**src/rtl/omni_switch_pkg.sv**
```systemverilog
package omni_switch_pkg;
  localparam int FIELD_W = 16;
  typedef logic signed [FIELD_W-1:0] field_t;

  typedef struct packed {
    field_t op_s;
    field_t rel_s;
    field_t op_n;
    field_t rel_n;
  } thr_set_t;

  localparam field_t DEF_OP_S  = 16'sd420;
  localparam field_t DEF_REL_S = 16'sd320;
  localparam field_t DEF_OP_N  = -16'sd480;
  localparam field_t DEF_REL_N = -16'sd380;
endpackage

```
**src/rtl/wake_timer.sv**
```systemverilog
module wake_timer #(
  parameter int AWAKE_TICKS = 60,
  parameter int FAST_TICKS  = 240,
  parameter int SLOW_TICKS  = 60000
) (
  input  logic clk,
  input  logic rst_n,
  input  logic slow_req,
  output logic fe_en,
  output logic strobe
);
  localparam int CW = $clog2(SLOW_TICKS + 1);
  localparam logic [CW-1:0] FAST_LAST  = CW'(FAST_TICKS - 1);
  localparam logic [CW-1:0] SLOW_LAST  = CW'(SLOW_TICKS - 1);
  localparam logic [CW-1:0] AWAKE_END  = CW'(AWAKE_TICKS);

  logic [CW-1:0] cnt;
  logic [CW-1:0] last;
  logic          cur_slow;

  assign last = cur_slow ? SLOW_LAST : FAST_LAST;

  always_ff @(posedge clk or negedge rst_n) begin
    if (!rst_n) begin
      cnt      <= '0;
      cur_slow <= 1'b0;
    end else if (cnt == last) begin
      cnt      <= '0;
      cur_slow <= slow_req;
    end else begin
      cnt <= cnt + 1'b1;
    end
  end

  assign fe_en  = (cnt < AWAKE_END);
  assign strobe = (cnt == AWAKE_END - 1'b1);


  mode_at_boundary_chk: assert property (@(posedge clk) disable iff (!rst_n)
    !$stable(cur_slow) |-> (cnt == '0));


  window_end_chk: assert property (@(posedge clk) disable iff (!rst_n)
    $fell(fe_en) |-> $past(strobe));


  window_start_chk: assert property (@(posedge clk) disable iff (!rst_n)
    $rose(fe_en) |-> (cnt == '0));
endmodule

```
**src/rtl/omni_decide.sv**
```systemverilog
module omni_decide
  import omni_switch_pkg::*;
(
  input  logic     cur_on,
  input  field_t   sample,
  input  thr_set_t thr,
  output logic     next_on
);
  logic beyond_op;
  logic inside_rel;

  assign beyond_op  = (sample > thr.op_s) || (sample < thr.op_n);
  assign inside_rel = (sample < thr.rel_s) && (sample > thr.rel_n);

  always_comb begin
    if (cur_on) next_on = !inside_rel;
    else        next_on = beyond_op;
  end
endmodule

```
**src/rtl/omni_switch_ctrl.sv**
```systemverilog
module omni_switch_ctrl
  import omni_switch_pkg::*;
#(
  parameter int AWAKE_TICKS = 60,
  parameter int FAST_TICKS  = 240,
  parameter int SLOW_TICKS  = 60000
) (
  input  logic               clk,
  input  logic               rst_n,
  input  logic               slow_mode,
  input  logic               thr_wr,
  input  logic signed [15:0] thr_op_s,
  input  logic signed [15:0] thr_rel_s,
  input  logic signed [15:0] thr_op_n,
  input  logic signed [15:0] thr_rel_n,
  input  logic signed [15:0] field,
  output logic               fe_en,
  output logic               out_n
);
  thr_set_t thr_q;
  logic     strobe;
  logic     on_q;
  logic     on_d;

  always_ff @(posedge clk or negedge rst_n) begin
    if (!rst_n) begin
      thr_q <= '{op_s: DEF_OP_S, rel_s: DEF_REL_S, op_n: DEF_OP_N, rel_n: DEF_REL_N};
    end else if (thr_wr) begin
      thr_q <= '{op_s: thr_op_s, rel_s: thr_rel_s, op_n: thr_op_n, rel_n: thr_rel_n};
    end
  end

  wake_timer #(
    .AWAKE_TICKS(AWAKE_TICKS),
    .FAST_TICKS (FAST_TICKS),
    .SLOW_TICKS (SLOW_TICKS)
  ) i_timer (
    .clk     (clk),
    .rst_n   (rst_n),
    .slow_req(slow_mode),
    .fe_en   (fe_en),
    .strobe  (strobe)
  );

  omni_decide i_decide (
    .cur_on (on_q),
    .sample (field),
    .thr    (thr_q),
    .next_on(on_d)
  );

  always_ff @(posedge clk or negedge rst_n) begin
    if (!rst_n)      on_q <= 1'b0;
    else if (strobe) on_q <= on_d;
  end

  assign out_n = !on_q;


  latch_at_fall_chk: assert property (@(posedge clk) disable iff (!rst_n)
    !$stable(out_n) |-> $fell(fe_en));


  turn_on_chk: assert property (@(posedge clk) disable iff (!rst_n)
    $fell(out_n) |-> (($past(field) > $past(thr_q.op_s)) || ($past(field) < $past(thr_q.op_n))));


  turn_off_chk: assert property (@(posedge clk) disable iff (!rst_n)
    $rose(out_n) |-> (($past(field) < $past(thr_q.rel_s)) && ($past(field) > $past(thr_q.rel_n))));
endmodule

```
**config.mk**
```make
export PLATFORM = sky130hd
export DESIGN_NAME = omni_switch_ctrl
export DESIGN_NICKNAME = d
export VERILOG_FILES = /design/src/rtl/omni_switch_pkg.sv /design/src/rtl/wake_timer.sv /design/src/rtl/omni_decide.sv /design/src/rtl/omni_switch_ctrl.sv
export SDC_FILE = /design/constraint.sdc
export NUM_CORES = 1
export LEC_CHECK = 0
export BUFFER_PORTS_ARGS = -buffer_cell sky130_fd_sc_hd__buf_4
export CORE_MARGIN = 1.5
export CORE_UTILIZATION = 25
export DETAILED_ROUTE_END_ITERATION = 16
export PLACE_DENSITY = 0.42
export SLEW_MARGIN = 20
export SYNTH_ARGS = -nofsm -noshare
export SYNTH_HDL_FRONTEND = slang
export SYNTH_HIERARCHICAL = 1
export SYNTH_SLANG_ARGS = --single-unit
```
**constraint.sdc**
```tcl
create_clock -name clk -period 2.3 [get_ports clk]
set_clock_uncertainty 0.1 [all_clocks]
set_input_delay 0.115 -clock clk [delete_from_list [all_inputs] [get_ports clk]]
set_output_delay 0.115 -clock clk [all_outputs]
set_load 0.03 [all_outputs]
```
After elaboration in Yosys (flattened, before gate mapping):

Index checks and enable logic that the tools add are counted.

* flip-flop bits (word level): 82
* bits in latches: 0
* RAM bits: 0
* bits in read-only memories: 0
* bits of input ports: 84
* memories kept: 0

* add/subtract/negate cells: 1
* multipliers: 0
* divide/modulo/power cells: 0
* order comparisons: 5
* equal/unequal tests: 2
* shift-type cells: 0
* muxes and demuxes: 3
* bitwise operators: 0
* reductions and logical operators: 4

Operator list (number)
* $gt 16x16->1: 2
* $lt 16x16->1: 2
* $mux 16: 2
* $add 16x1->16 const B: 1
* $eq 16x16->1: 1
* $eq 16x6->1 const B: 1
* $lt 16x6->1 const B: 1
* $logic_not 1->1: 2
* $logic_and 1x1->1: 1
* $logic_or 1x1->1: 1
* $mux 1: 1

Depth between registers and ports, before layout:

Gate-level depths: netlist (run 1).

* depth after elaboration: 4
* gate-level depth with buffers: 9

Cells and area by module:

The synthesis (run 1) kept the hierarchy.

Modules (own cells, without submodules)
* omni_switch_ctrl: instances 1, cells each 138, area an instance 2747.6 µm²
* omni_decide: instances 1, cells each 223, area an instance 1629.1 µm²
* wake_timer: instances 1, cells each 91, area an instance 880.8 µm²

Least setup slack after synthesis (run 1):

Ideal clock, no wire load.

* kind: register to register
* start point: register thr_q[53] (netlist name)
* end point: register on_q
* setup time: 125 ps
* arrival time: 2109 ps
* data required time: 2075 ps
* setup slack: -34 ps
* cell stages (with the launch flop): 10
* path through: dfstp_2 -> inv_1 -> ha_1 -> a211oi_2 -> nor2_1 -> nor4b_1 -> o221ai_1 -> o311a_1 -> o32a_1 -> mux2_2

* word-level cells in the longest chain between the ends: 3

Ends and longest elaborated chain
* start, declared: line omni_switch_ctrl.sv:20 `thr_set_t thr_q;`
* start signal, assigned: line omni_switch_ctrl.sv:27 `thr_q <= '{op_s: DEF_OP_S, rel_s: DEF_REL_S, op_n: DEF_OP_N, rel_n: DEF_REL_N};`
* start signal, assigned: line omni_switch_ctrl.sv:29 `thr_q <= '{op_s: thr_op_s, rel_s: thr_rel_s, op_n: thr_op_n, rel_n: thr_rel_n};`
* $gt 16x16->1: line omni_decide.sv:12 `assign beyond_op = (sample > thr.op_s) || (sample < thr.op_n);`
* $logic_or 1x1->1: line omni_decide.sv:12
* $mux 1: line omni_decide.sv:16 `if (cur_on) next_on = !inside_rel;`
* via on_d: line omni_switch_ctrl.sv:23 `logic on_d;`
* end signal, assigned: line omni_switch_ctrl.sv:54 `else if (strobe) on_q <= on_d;`
* end, declared: line omni_switch_ctrl.sv:22 `logic on_q;`

The timed path passes the listed nets, and every way through them passes these cells.
A chain may end at the register's enable or synchronous reset.

Worst setup path after layout (run 1):

* start point: register thr_q[25] (netlist name)
* end point: register on_q

* word-level cells in the longest chain between the ends: 3

Ends and longest elaborated chain (line)
* $lt 16x16->1: omni_decide.sv:12
* $logic_or 1x1->1: omni_decide.sv:12
* $mux 1: omni_decide.sv:16
* via on_d: omni_switch_ctrl.sv:23

The timed path passes the listed nets, and every way through them passes these cells.

==> key figures, run 1 <==
Timing
  – Fraction of the cycle the final worst path needs: 101%
  – Least-Margin Pin Slew: 0.611 ns
  – Count of final setup violators: 1
  – Final-report max-slew violation count: 0
  – Achievable frequency: 431 MHz
  – Slew Limit Headroom: 59.3%
  – Minimum clock period after layout: 2.32 ns
  – Final number of hold-violating endpoints: 0
  – Setup repair after global routing missed its margin: true
  – Post-Route Hold Slack: 0.194 ns
  – Setup ws final: -0.0214 ns

Drt
  – Top sig layer: met4
  – Number of remaining DRC errors: 0
  – Wire length on met1: 6.38 mm
  – DR WL/cell: 14.6 µm
  – Total vias in the final route: 3,822
  – Detail-routed via count per cell: 4.29
  – Routed wl met3: 417 µm
  – Number of iterations in the first detailed-routing pass: 4
  – Total length of routed met2 wires: 6.02 mm
  – Antenna violation net count after detailed routing: 0
  – Final wirelength: 13.0 mm
  – Violation count after the first detailed-routing iteration: 105

Floorplanning
  – Effective utilization at floorplan: 25.7%
  – Die width: 148 µm
  – Area of the core region: 0.0204 mm²
  – Top-Level Pins: 86
  – Die Span Y: 148 µm
  – Die outline area: 0.0219 mm²
  – Placement row count: 52

Placed design
  – Placer's final routability congestion estimate: 0.783
  – PortBufs: 85
  – Detailed placement HPWL: 9.83 mm

Clocking
  – Count of buffers added by post-CTS timing repair for setup: 0
  – Total clock sinks: 82
  – Inserted Clock Buffers: 9
  – Number of H-tree levels: 3
  – Clock latency reported for the late side of the worst-skew pair: 0.35 ns
  – Clock transition at the register clock pins on the worst setup and hold paths after CTS: 0.07 ns
  – Deepest clock path buffer count: 2
  – Clock Root Buffer: sky130_fd_sc_hd__clkbuf_16
  – CTS tree: done

Critical path
  – Endpoint type of the worst setup path: flip-flop
  – CP Data Required Time: 2.44 ns
  – Start-to-end type of the worst setup path: reg -> reg
  – Element type at the critical path start: flip-flop
  – CP max FO: 2
  – Sum of buffers and inverters on the critical path: 1
  – Crit path DAT: 2.46 ns
  – Slowest stage cell on the critical path: sky130_fd_sc_hd__dfstp_2
  – FF-to-FF path depth: 9
  – Ordered list of cells on the worst path: inv_1 > ha_1 > a21oi_1 > nor3_1 > a311o_1 > a21oi_2 > mux2i_1 > o32a_1 > mux2_4
  – Delay of the slowest cell on the worst path: 0.53 ns
  – Count of cell instances traversed by the critical path: 9
  – Largest delay share family, worst path: compound AO/OA/AOI/OAI gates

Global route
  – Largest net degree at the start of global routing: 44
  – Initial antenna violation count: 0
  – Vias in the first global route: 4,103
  – Wire length of the first global-routing pass: 21.2 mm
  – Grt ovf: 0
  – Overall global routing resource usage: 12.6%

Synth
  – Part of the Yosys area used for sequential elements: 39.6%
  – Area fraction in and, or, nand and nor cells after synthesis: 9.61%
  – Area fraction of the dominant cell type after synthesis: 28.1%
  – Fraction of synthesized cell area in xor and xnor cells: 2.33%
  – Mapped Cells: 452
  – Top cell type by total area after synthesis: sky130_fd_sc_hd__dfrtp_1
  – Largest cells by area after synthesis: sky130_fd_sc_hd__dfrtp_1 28%, sky130_fd_sc_hd__mux2_4 17%, sky130_fd_sc_hd__ha_1 15%
  – Post-synthesis cell type count: 49
  – Register bit total from synthesis: 82
  – Post-synth design cell area: 0.00526 mm²
  – Share of flip-flops with an asynchronous set or reset after synthesis: 100%
  – Post-Synthesis Net Count: 599
  – Syn Area/Cell: 11.6 µm²
  – Compound-Gate Fraction of Synth Area: 7.07%
  – Largest family of logic cells by synthesized area: multiplexers
  – Arithmetic-cell share of the synthesized area counting full adders, half adders and majority gates: 15.0%
  – Post-synth EDFFs: 0
  – Mux contribution to synthesized area: 18.6%
  – Number of warnings reported in the yosys synthesis log: 6
  – Top_reg_cell synth: sky130_fd_sc_hd__dfrtp_1

Run
  – Max Cap Viol: 0

Cells and area
  – Filler instances: 2,118
  – Layout cells sized above 1: 34.8%
  – Count of inserted antenna diode cells: 0
  – Net count reported at finish: 762
  – Synthesis-to-layout area growth: 36.8%
  – Footprint of the multi-input gates: 0.00281 mm²
  – Area of all sequential standard cells: 0.00208 mm²

Power and ir drop
  – Power density over the cells: 560 mW/mm²
  – Highest ir drop seen on vdd: 292 µV
  – Static leakage: 3.54 nW
  – Overall power: 4.03 mW

Outcome
  – Failing checks: setup timing
  – Status: finished with violations

Worst hold path
  – Hold Crit Depth: 2
  – Path class of the lowest-slack min-delay path: in -> reg
## logic make-up after synthesis
group,count (synthesis)
AND/OR/NAND/NOR,97
flip-flops,82
buffers and inverters,78
multiplexers,67
adder cells (fa/ha/maj),63
AO/OA/AOI/OAI,51
XOR/XNOR,14
## through the flow
step,cells,utilization (%),TNS (ns),worst slack (ns),cell area (µm²)
finish,890,35.2,-0.0214,-0.0214,7190
detailed placement,808,30.3,-0.0834,-0.0834,6200
floorplan,452,-,0,0.0406,5260
global placement,808,30.3,-0.0445,-0.0445,6200
CTS,890,35.1,0,0.00320,7170
global route,890,35.2,-0.0889,-0.0889,7190
## cells in the mapped netlist (2+ instances only)
cell	number
sky130_fd_sc_hd__mux2_4	60
sky130_fd_sc_hd__dfrtp_1	59
sky130_fd_sc_hd__xnor2_1	12
sky130_fd_sc_hd__a21oi_1	17
sky130_fd_sc_hd__nor4_1	6
sky130_fd_sc_hd__nand4_1	19
sky130_fd_sc_hd__buf_2	2
sky130_fd_sc_hd__nand3_1	5
sky130_fd_sc_hd__nand2b_4	2
sky130_fd_sc_hd__a21o_1	5
sky130_fd_sc_hd__nor2_1	27
sky130_fd_sc_hd__a2111oi_2	2
sky130_fd_sc_hd__o211ai_1	4
sky130_fd_sc_hd__a211oi_1	2
sky130_fd_sc_hd__ha_1	63
sky130_fd_sc_hd__mux2i_1	2
sky130_fd_sc_hd__buf_12	6
sky130_fd_sc_hd__nand2_1	17
sky130_fd_sc_hd__dfstp_2	23
sky130_fd_sc_hd__buf_4	3
sky130_fd_sc_hd__a211oi_2	2
sky130_fd_sc_hd__nand2b_1	2
sky130_fd_sc_hd__inv_1	66
sky130_fd_sc_hd__and3_1	3
sky130_fd_sc_hd__nor3_1	8
sky130_fd_sc_hd__mux2_2	5
sky130_fd_sc_hd__nor2b_1	4
sky130_fd_sc_hd__o21ai_0	3
sky130_fd_sc_hd__o22ai_1	2
sky130_fd_sc_hd__xor2_1	2
## final timing paths
check                               start               to  slack, ns
max                             thr_q[25]             on_q      -0.02
min reg2reg                i_timer/cnt[0]   i_timer/cnt[0]       0.38
min                                thr_wr         thr_q[0]       0.19
min in group asynchronous           rst_n  i_timer/cnt[15]       0.21
max in group asynchronous           rst_n        thr_q[14]       1.16
max reg2reg                     thr_q[25]             on_q      -0.02
## power by group
group / leakage (nW) / switching, mW / internal (mW)
sequential: 0.958 / 0.0708 / 1.59
clock: 0.141 / 0.613 / 0.817
combinational: 2.44 / 0.394 / 0.547
total: 3.54 / 1.08 / 2.95
## sequential cells by signal, summed over array words and instances, names as in the netlist
name,cells
thr_q,64
i_timer/cnt,16
i_timer/cur_slow,1
on_q,1
## cell type report
cell class | count | area share (%)
inverters | 66 | 3.44
well taps | 270 | 4.70
multi-input cells | 292 | 39.1
clock inverters | 4 | 0.348
repair buffers | 164 | 19.8
clock buffers | 12 | 3.70
flip-flops and latches | 82 | 28.9
## metal layers
layer  GRT usage [%]  up-vias
met5               0        -
met4            4.06        0
met3            2.81       16
met2            20.5       54
met1            16.6     1839
li1                -     1913
## cell usage in the layout, fill, tap and decap left out, types with 2 or more instances in the layout
| cell | count |
|---|---|
| sky130_fd_sc_hd__inv_1 | 65 |
| sky130_fd_sc_hd__nand2_1 | 17 |
| sky130_fd_sc_hd__nand2b_4 | 2 |
| sky130_fd_sc_hd__mux2_2 | 4 |
| sky130_fd_sc_hd__dfrtp_1 | 59 |
| sky130_fd_sc_hd__a211oi_2 | 2 |
| sky130_fd_sc_hd__mux2i_1 | 2 |
| sky130_fd_sc_hd__clkbuf_8 | 3 |
| sky130_fd_sc_hd__mux2_4 | 61 |
| sky130_fd_sc_hd__buf_12 | 2 |
| sky130_fd_sc_hd__nand4_1 | 19 |
| sky130_fd_sc_hd__o21ai_0 | 3 |
| sky130_fd_sc_hd__a2111oi_2 | 2 |
| sky130_fd_sc_hd__nand2b_1 | 2 |
| sky130_fd_sc_hd__o22ai_1 | 2 |
| sky130_fd_sc_hd__clkinv_2 | 2 |
| sky130_fd_sc_hd__nand3_1 | 5 |
| sky130_fd_sc_hd__nor2_1 | 26 |
| sky130_fd_sc_hd__and3_1 | 3 |
| sky130_fd_sc_hd__o211ai_1 | 4 |
| sky130_fd_sc_hd__dfstp_2 | 23 |
| sky130_fd_sc_hd__dlygate4sd3_1 | 66 |
| sky130_fd_sc_hd__nor3_1 | 8 |
| sky130_fd_sc_hd__xor2_1 | 2 |
| sky130_fd_sc_hd__buf_4 | 96 |
| sky130_fd_sc_hd__a21o_1 | 5 |
| sky130_fd_sc_hd__clkbuf_16 | 9 |
| sky130_fd_sc_hd__a211oi_1 | 2 |
| sky130_fd_sc_hd__nor4_1 | 6 |
| sky130_fd_sc_hd__a21oi_1 | 16 |
| sky130_fd_sc_hd__ha_1 | 62 |
| sky130_fd_sc_hd__clkinvlp_4 | 2 |
| sky130_fd_sc_hd__xnor2_1 | 12 |
| sky130_fd_sc_hd__nor2b_1 | 4 |
## what timing repair did
| item | in CTS | in global routing |
|---|---|---|
| pin swaps | 4 | 5 |
| endpoints found under the setup margin | 1 | 1 |
| gates resized for setup | 2 | 6 |
| hold endpoints to repair | 95 | 0 |
| cloned | 0 | 0 |
| hold buffers | 66 | 0 |
## worst register-to-register path: stages, from the launching register on
cell                      delay (ns)
sky130_fd_sc_hd__dfstp_2        0.53
sky130_fd_sc_hd__inv_1          0.04
sky130_fd_sc_hd__ha_1           0.28
sky130_fd_sc_hd__a21oi_1        0.20
sky130_fd_sc_hd__nor3_1         0.07
sky130_fd_sc_hd__a311o_1        0.33
sky130_fd_sc_hd__a21oi_2        0.12
sky130_fd_sc_hd__mux2i_1        0.10
sky130_fd_sc_hd__o32a_1         0.18
sky130_fd_sc_hd__mux2_4         0.26
Power figures use the tool's default switching activity.
==> inputs of run 2 (changes only) <==
PLACE_DENSITY = 0.41   (was 0.42)
clock period = 2.63 ns   (was 2.3 ns; I/O delays follow)
==> run 2 against run 1 <==
  * Cell area down 1.5%
  * Sequential share of layout area is 0.43 points higher
  * Critical endpoint unchanged
  * Highest routed layer unchanged
  * Via count shrank 2.0%
  * The run now ends clean
  * Largest cell class unchanged
  * Non-clock buffer count down 8
==> key figures, run 2 (same netlist as run 1, synthesis figures left out) <==
Outcome
  – Status: complete, no violations

Worst hold path
  – Path class of the lowest-slack min-delay path: in -> reg

Cells and area
  – Count of inserted antenna diode cells: 0 (unchanged)
  – Filler instances: 2,078 (-1.9%)
  – Net count reported at finish: 754 (-1.0%)
  – Largest registers ranked by flip-flop count: thr_q x64, i_timer/cnt x16
  – Number of flip-flops under the largest register name: 64 (unchanged)
  – Largest register by flop count: thr_q
  – Layout cells sized above 1: 32.7% (-2.2 points)
  – Synthesis-to-layout area growth: 34.8%
  – Area of all sequential standard cells: 0.00208 mm² (unchanged)
  – Footprint of the multi-input gates: 0.00277 mm² (-1.5%)
  – Leading cell type in the layout, fill and taps excluded: sky130_fd_sc_hd__buf_4
  – Commonest non-fill, non-tap cells in the layout: 88 x sky130_fd_sc_hd__buf_4, 66 x sky130_fd_sc_hd__inv_1, 66 x sky130_fd_sc_hd__dlygate4sd3_1

Floorplanning
  – Die width: 148 µm (unchanged)
  – Placement row count: 52 (unchanged)
  – Die Span Y: 148 µm (unchanged)
  – Effective utilization at floorplan: 25.7% (unchanged)
  – Die outline area: 0.0219 mm² (unchanged)
  – Area of the core region: 0.0204 mm² (unchanged)
  – Top-Level Pins: 86 (unchanged)

Critical path
  – Crit path DAT: 2.52 ns (+0.06 ns)
  – Element type at the critical path start: flip-flop
  – CP max FO: 2 (unchanged)
  – Ordered list of cells on the worst path: inv_1 > ha_1 > a211oi_2 > nor2_1 > nor4b_2 > o221ai_1 > o311a_1 > o32a_1 > mux2_2
  – CP Data Required Time: 2.76 ns (+0.32 ns)
  – Slowest stage cell on the critical path: sky130_fd_sc_hd__dfstp_2
  – Start-to-end type of the worst setup path: reg -> reg
  – Sum of buffers and inverters on the critical path: 1 (unchanged)
  – Largest delay share family, worst path: compound AO/OA/AOI/OAI gates
  – Delay of the slowest cell on the worst path: 0.53 ns (about the same)
  – Endpoint type of the worst setup path: flip-flop

Drt
  – Antenna violation net count after detailed routing: 0 (unchanged)
  – DR WL/cell: 14.5 µm (-1.1%)
  – Violation count after the first detailed-routing iteration: 135 (+29%)
  – Total vias in the final route: 3,747 (-2.0%)
  – Detail-routed via count per cell: 4.25 (-1.1%)
  – Number of remaining DRC errors: 0 (unchanged)
  – Final wirelength: 12.8 mm (-2.0%)
  – Number of iterations in the first detailed-routing pass: 4 (unchanged)

Timing
  – Least-Margin Pin Slew: 0.736 ns (+0.125 ns)
  – Fraction of the cycle the final worst path needs: 90.9% (-10 points)
  – Achievable frequency: 418 MHz (-2.9%)
  – Minimum clock period after layout: 2.39 ns (+0.0700 ns)
  – Setup repair after global routing missed its margin: false
  – Slew Limit Headroom: 51.0% (-8.3 points)
  – Setup Total Neg Slack: 0 ns (+0.0214 ns)
  – Count of final setup violators: 0 (-1)
  – Final-report max-slew violation count: 0 (unchanged)
  – Final number of hold-violating endpoints: 0 (unchanged)

Global route
  – Largest net degree at the start of global routing: 78 (+77%)
  – Wire length of the first global-routing pass: 21.3 mm (+0.23%)
  – Grt ovf: 0 (unchanged)
  – Overall global routing resource usage: 12.7% (+0.11 points)
  – Initial antenna violation count: 0 (unchanged)
  – Vias in the first global route: 4,134 (+0.76%)

Run
  – Max Cap Viol: 0 (unchanged)

Clocking
  – CTS tree: done
  – Clock transition at the register clock pins on the worst setup and hold paths after CTS: 0.06 ns (about the same)
  – Number of H-tree levels: 3 (unchanged)
  – Inserted Clock Buffers: 9 (unchanged)
  – Deepest clock path buffer count: 2 (unchanged)
  – Total clock sinks: 82 (unchanged)
  – Clock latency reported for the late side of the worst-skew pair: 0.35 ns (about the same)
  – Clock Root Buffer: sky130_fd_sc_hd__clkbuf_16

Placed design
  – Detailed placement HPWL: 9.42 mm (-4.2%)
  – PortBufs: 85 (unchanged)
  – Placer's final routability congestion estimate: 0.820 (+4.8%)

Power and ir drop
  – Highest ir drop seen on vdd: 277 µV (-5.3%)
  – Power density over the cells: 496 mW/mm² (-12%)
  – Static leakage: 3.49 nW (-1.5%)
  – Overall power: 3.51 mW (-13%)
-- run 2: timing repair --
action | in CTS | in global routing
endpoints found under the hold margin | 124 | 0
setup buffers | 0 | 0
resized for setup | 0 | 1
hold buffers | 66 | 0
endpoints found under the setup margin | 0 | 1
-- run 2: path summary, 6_finish.rpt --
kind | slack (ns) | endpoint | from | cells after the start
min reg2reg | 0.38 | i_timer/cnt[0] | i_timer/cnt[0] | 1
max in group asynchronous | 1.44 | thr_q[26] | rst_n | 3
max | 0.24 | on_q | thr_q[53] | 9
min in group asynchronous | 0.31 | thr_q[35] | rst_n | 2
min | 0.30 | thr_q[23] | thr_wr | 2
max reg2reg | 0.24 | on_q | thr_q[53] | 9
-- run 2: per-layer routing --
layer / routed length (µm) / share of wire, % / track usage (%) / up-vias
li1: - / - / - / 1900
met1: 6280 / 49 / 16.7 / 1775
met2: 5890 / 46 / 21.1 / 60
met3: 431 / 3.4 / 2.53 / 12
met4: 161 / 1.3 / 3.86 / 0
met5: 0 / 0 / 0 / -
-- run 2: power breakdown --
| group | leakage, nW | switching [mW] | internal, mW |
|---|---|---|---|
| Clock | 0.143 | 0.516 | 0.762 |
| Sequential | 0.958 | 0.0577 | 1.39 |
| Combinational | 2.38 | 0.331 | 0.457 |
-- run 2: through the flow --
step | hold slack [ns] | worst slack, ns | util (%) | cells | instance area, µm²
4_1_cts | 0.303 | 0.120 | 34.6 | 882 | 7080
5_1_grt | 0.311 | 0.0940 | 34.7 | 882 | 7090
2_1_floorplan | -0.264 | 0.296 | - | 452 | 5260
3_5_place_dp | 0.265 | 0.129 | 30.0 | 800 | 6120
3_3_place_gp | 0.265 | 0.175 | 30.0 | 800 | 6120
6_report | 0.300 | 0.239 | 34.7 | 882 | 7090
-- run 2: area by class of cell --
class                      instances  area share (%)
clock buffer                      12            3.48
clock inverter                     4           0.724
inverter                          66            3.50
multi-input combinational        292            39.1
sequential                        82            29.4
tap                              270            4.77
timing repair buffer             156            19.1
==> inputs of run 3 (changes only) <==
CAP_MARGIN = 30   (was unset)
GPL_TIMING_DRIVEN = 0   (was unset)
==> run 3 against run 2 <==
  * Worst hold slack worse by 0.20 ns
  * Flip-flop and latch count unchanged
  * Combinational power up 2.9%
  * Wire length up 2.2%
  * Power up 3.3%
  * Global-route usage up 0.087 points
  * Core utilization up 0.72 points
  * Cell count up 0.79%
  * Sequential power about the same
  * Die area unchanged
  * Maximum frequency down 3.8%
==> key figures, run 3 (same netlist as run 1, synthesis figures left out) <==
Outcome
  – Status: complete, no violations

Cells and area
  – Largest registers ranked by flip-flop count: thr_q x64, i_timer/cnt x16
  – Number of flip-flops under the largest register name: 64 (unchanged)
  – Design area: 0.00724 mm² (+2.1%)
  – Largest register by flop count: thr_q
  – Leading cell type in the layout, fill and taps excluded: sky130_fd_sc_hd__buf_4
  – Synthesis-to-layout area growth: 37.6%
  – Filler instances: 2,079 (+0.048%)
  – Commonest non-fill, non-tap cells in the layout: 87 x sky130_fd_sc_hd__buf_4, 66 x sky130_fd_sc_hd__inv_1, 66 x sky130_fd_sc_hd__dlygate4sd3_1
  – Area of all sequential standard cells: 0.00208 mm² (unchanged)
  – Count of inserted antenna diode cells: 0 (unchanged)
  – Footprint of the multi-input gates: 0.00277 mm² (unchanged)
  – Layout cells sized above 1: 33.3% (+0.60 points)
  – Non-filler cells in the finished layout: 889 (+0.79%)
  – Net count reported at finish: 761 (+0.93%)

Drt
  – Number of iterations in the first detailed-routing pass: 4 (unchanged)
  – DR WL/cell: 14.7 µm (+1.4%)
  – Violation count after the first detailed-routing iteration: 156 (+16%)
  – Total vias in the final route: 3,828 (+2.2%)
  – Final wirelength: 13.1 mm (+2.2%)
  – Antenna violation net count after detailed routing: 0 (unchanged)
  – Detail-routed via count per cell: 4.31 (+1.4%)
  – Number of remaining DRC errors: 0 (unchanged)

Critical path
  – CP max FO: 2 (unchanged)
  – CP Data Required Time: 2.76 ns (about the same)
  – Element type at the critical path start: flip-flop
  – Crit path DAT: 2.61 ns (+0.09 ns)
  – Delay of the slowest cell on the worst path: 0.54 ns (about the same)
  – Endpoint type of the worst setup path: flip-flop
  – Slowest stage cell on the critical path: sky130_fd_sc_hd__dfstp_2
  – Start-to-end type of the worst setup path: reg -> reg
  – Ordered list of cells on the worst path: inv_1 > ha_1 > a211oi_2 > nor2_1 > nor4b_2 > o221ai_1 > o311a_1 > o32a_1 > mux2_2

Placed design
  – Number of placed instances, taps included: 807 (+0.88%)
  – Detailed placement HPWL: 9.85 mm (+4.6%)
  – Placer's final routability congestion estimate: 0.837 (+2.0%)
  – Post-detailed-placement cell area: 0.00625 mm² (+2.2%)
  – PortBufs: 84 (-1.2%)

Global route
  – Largest net degree at the start of global routing: 52 (-33%)
  – Wire length of the first global-routing pass: 21.6 mm (+1.3%)
  – Overall global routing resource usage: 12.8% (+0.087 points)
  – Initial antenna violation count: 0 (unchanged)
  – Vias in the first global route: 4,232 (+2.4%)
  – Grt ovf: 0 (unchanged)

Clocking
  – Inserted Clock Buffers: 9 (unchanged)
  – Clock transition at the register clock pins on the worst setup and hold paths after CTS: 0.06 ns (about the same)
  – Clock Root Buffer: sky130_fd_sc_hd__clkbuf_16
  – Count of buffers added by post-CTS timing repair for setup: 0 (unchanged)
  – Number of H-tree levels: 3 (unchanged)
  – Total clock sinks: 82 (unchanged)
  – Deepest clock path buffer count: 2 (unchanged)
  – CTS tree: done
  – Clock latency reported for the late side of the worst-skew pair: 0.35 ns (about the same)

Timing
  – Minimum clock period after layout: 2.49 ns (+0.0950 ns)
  – Setup repair after global routing missed its margin: false
  – Final-report max-slew violation count: 0 (unchanged)
  – Least-Margin Pin Slew: 0.503 ns (-0.233 ns)
  – Setup Total Neg Slack: 0 ns (unchanged)
  – Count of final setup violators: 0 (unchanged)
  – Final number of hold-violating endpoints: 0 (unchanged)
  – Fraction of the cycle the final worst path needs: 94.5% (+3.6 points)
  – Achievable frequency: 402 MHz (-3.8%)
  – Slew Limit Headroom: 66.1% (+15 points)

Floorplanning
  – Area of the core region: 0.0204 mm² (unchanged)
  – Top-Level Pins: 86 (unchanged)
  – Effective utilization at floorplan: 25.7% (unchanged)
  – Die width: 148 µm (unchanged)
  – Die Span Y: 148 µm (unchanged)
  – Die outline area: 0.0219 mm² (unchanged)
  – Placement row count: 52 (unchanged)

Worst hold path
  – Path class of the lowest-slack min-delay path: in -> reg

Power and ir drop
  – Power density over the cells: 501 mW/mm² (+1.2%)
  – Static leakage: 3.56 nW (+2.1%)
  – Highest ir drop seen on vdd: 265 µV (-4.2%)

Run
  – Max Cap Viol: 0 (unchanged)
## run 3: changes by cell type in the layout (fill, tap and decap cells not counted), sizes merged
| cell | change |
|---|---|
| clkinv | -1 |
| clkbuf | +1 |
| buf | +7 |
| clkinvlp | -1 |
| bufinv | +1 |
## run 3: final timing paths
kind	to	slack, ns	start	depth (start not counted)
setup / recovery	on_q	0.14	thr_q[53]	9
hold / removal	thr_q[15]	0.1	thr_wr	2
setup reg to reg	on_q	0.14	thr_q[53]	9
hold reg to reg	i_timer/cnt[0]	0.38	i_timer/cnt[0]	1
max in group asynchronous	thr_q[25]	1.57	rst_n	3
min in group asynchronous	thr_q[54]	0.19	rst_n	2
## run 3: worst max-delay path, delay by kind of cell (launching register included)
kind / cells / cell delay, ns
AOI/OAI and AO/OA: 4 / 0.71
adders and majority gates: 1 / 0.30
buffers and inverters: 1 / 0.05
DFF: 1 / 0.54
muxes: 1 / 0.26
and+or+nand+nor: 2 / 0.40
## run 3: through the flow
step | total power [mW] | hold slack [ns] | utilization, % | setup WS [ns]
floorplan | 1.93 | -0.264 | - | 0.296
global placement | 2.18 | 0.265 | 30.5 | -0.000484
detailed placement | 2.21 | 0.0264 | 30.6 | 0.00991
CTS | 3.70 | 0.0882 | 35.4 | 0.0996
global route | 3.84 | 0.0997 | 35.4 | 0.0159
finish | 3.63 | 0.0983 | 35.4 | 0.144
## run 3: area by class of cell
cell class | instances | share of cell area [%]
plain buffers | 12 | 2.27
multi-input cells | 292 | 38.3
well taps | 270 | 4.67
flip-flops and latches | 82 | 28.8
clock inverters | 3 | 0.899
inverters | 66 | 3.42
clock buffers | 13 | 3.46
repair buffers | 151 | 18.2
## run 3: where the power goes
part           switching (mW)  total (mW)  internal [mW]
logic                   0.338       0.811          0.473
registers              0.0582        1.45           1.39
clock network           0.513        1.37          0.858
## run 3: repair_timing
action | CTS | global route
hold buffers | 66 | 0
endpoints found under the setup margin | 1 | 1
pin swaps | 0 | 1
hold endpoints to repair | 94 | 0
resized for setup | 1 | 0
## run 3: per-layer routing
| metal | vias up | track usage, % | part of all wire [%] |
|---|---|---|---|
| met3 | 13 | 2.25 | 3.6 |
| met5 | - | 0 | 0 |
| met1 | 1827 | 16.4 | 47 |
| met4 | 0 | 4.46 | 1.5 |
| li1 | 1911 | - | - |
| met2 | 77 | 21.7 | 48 |
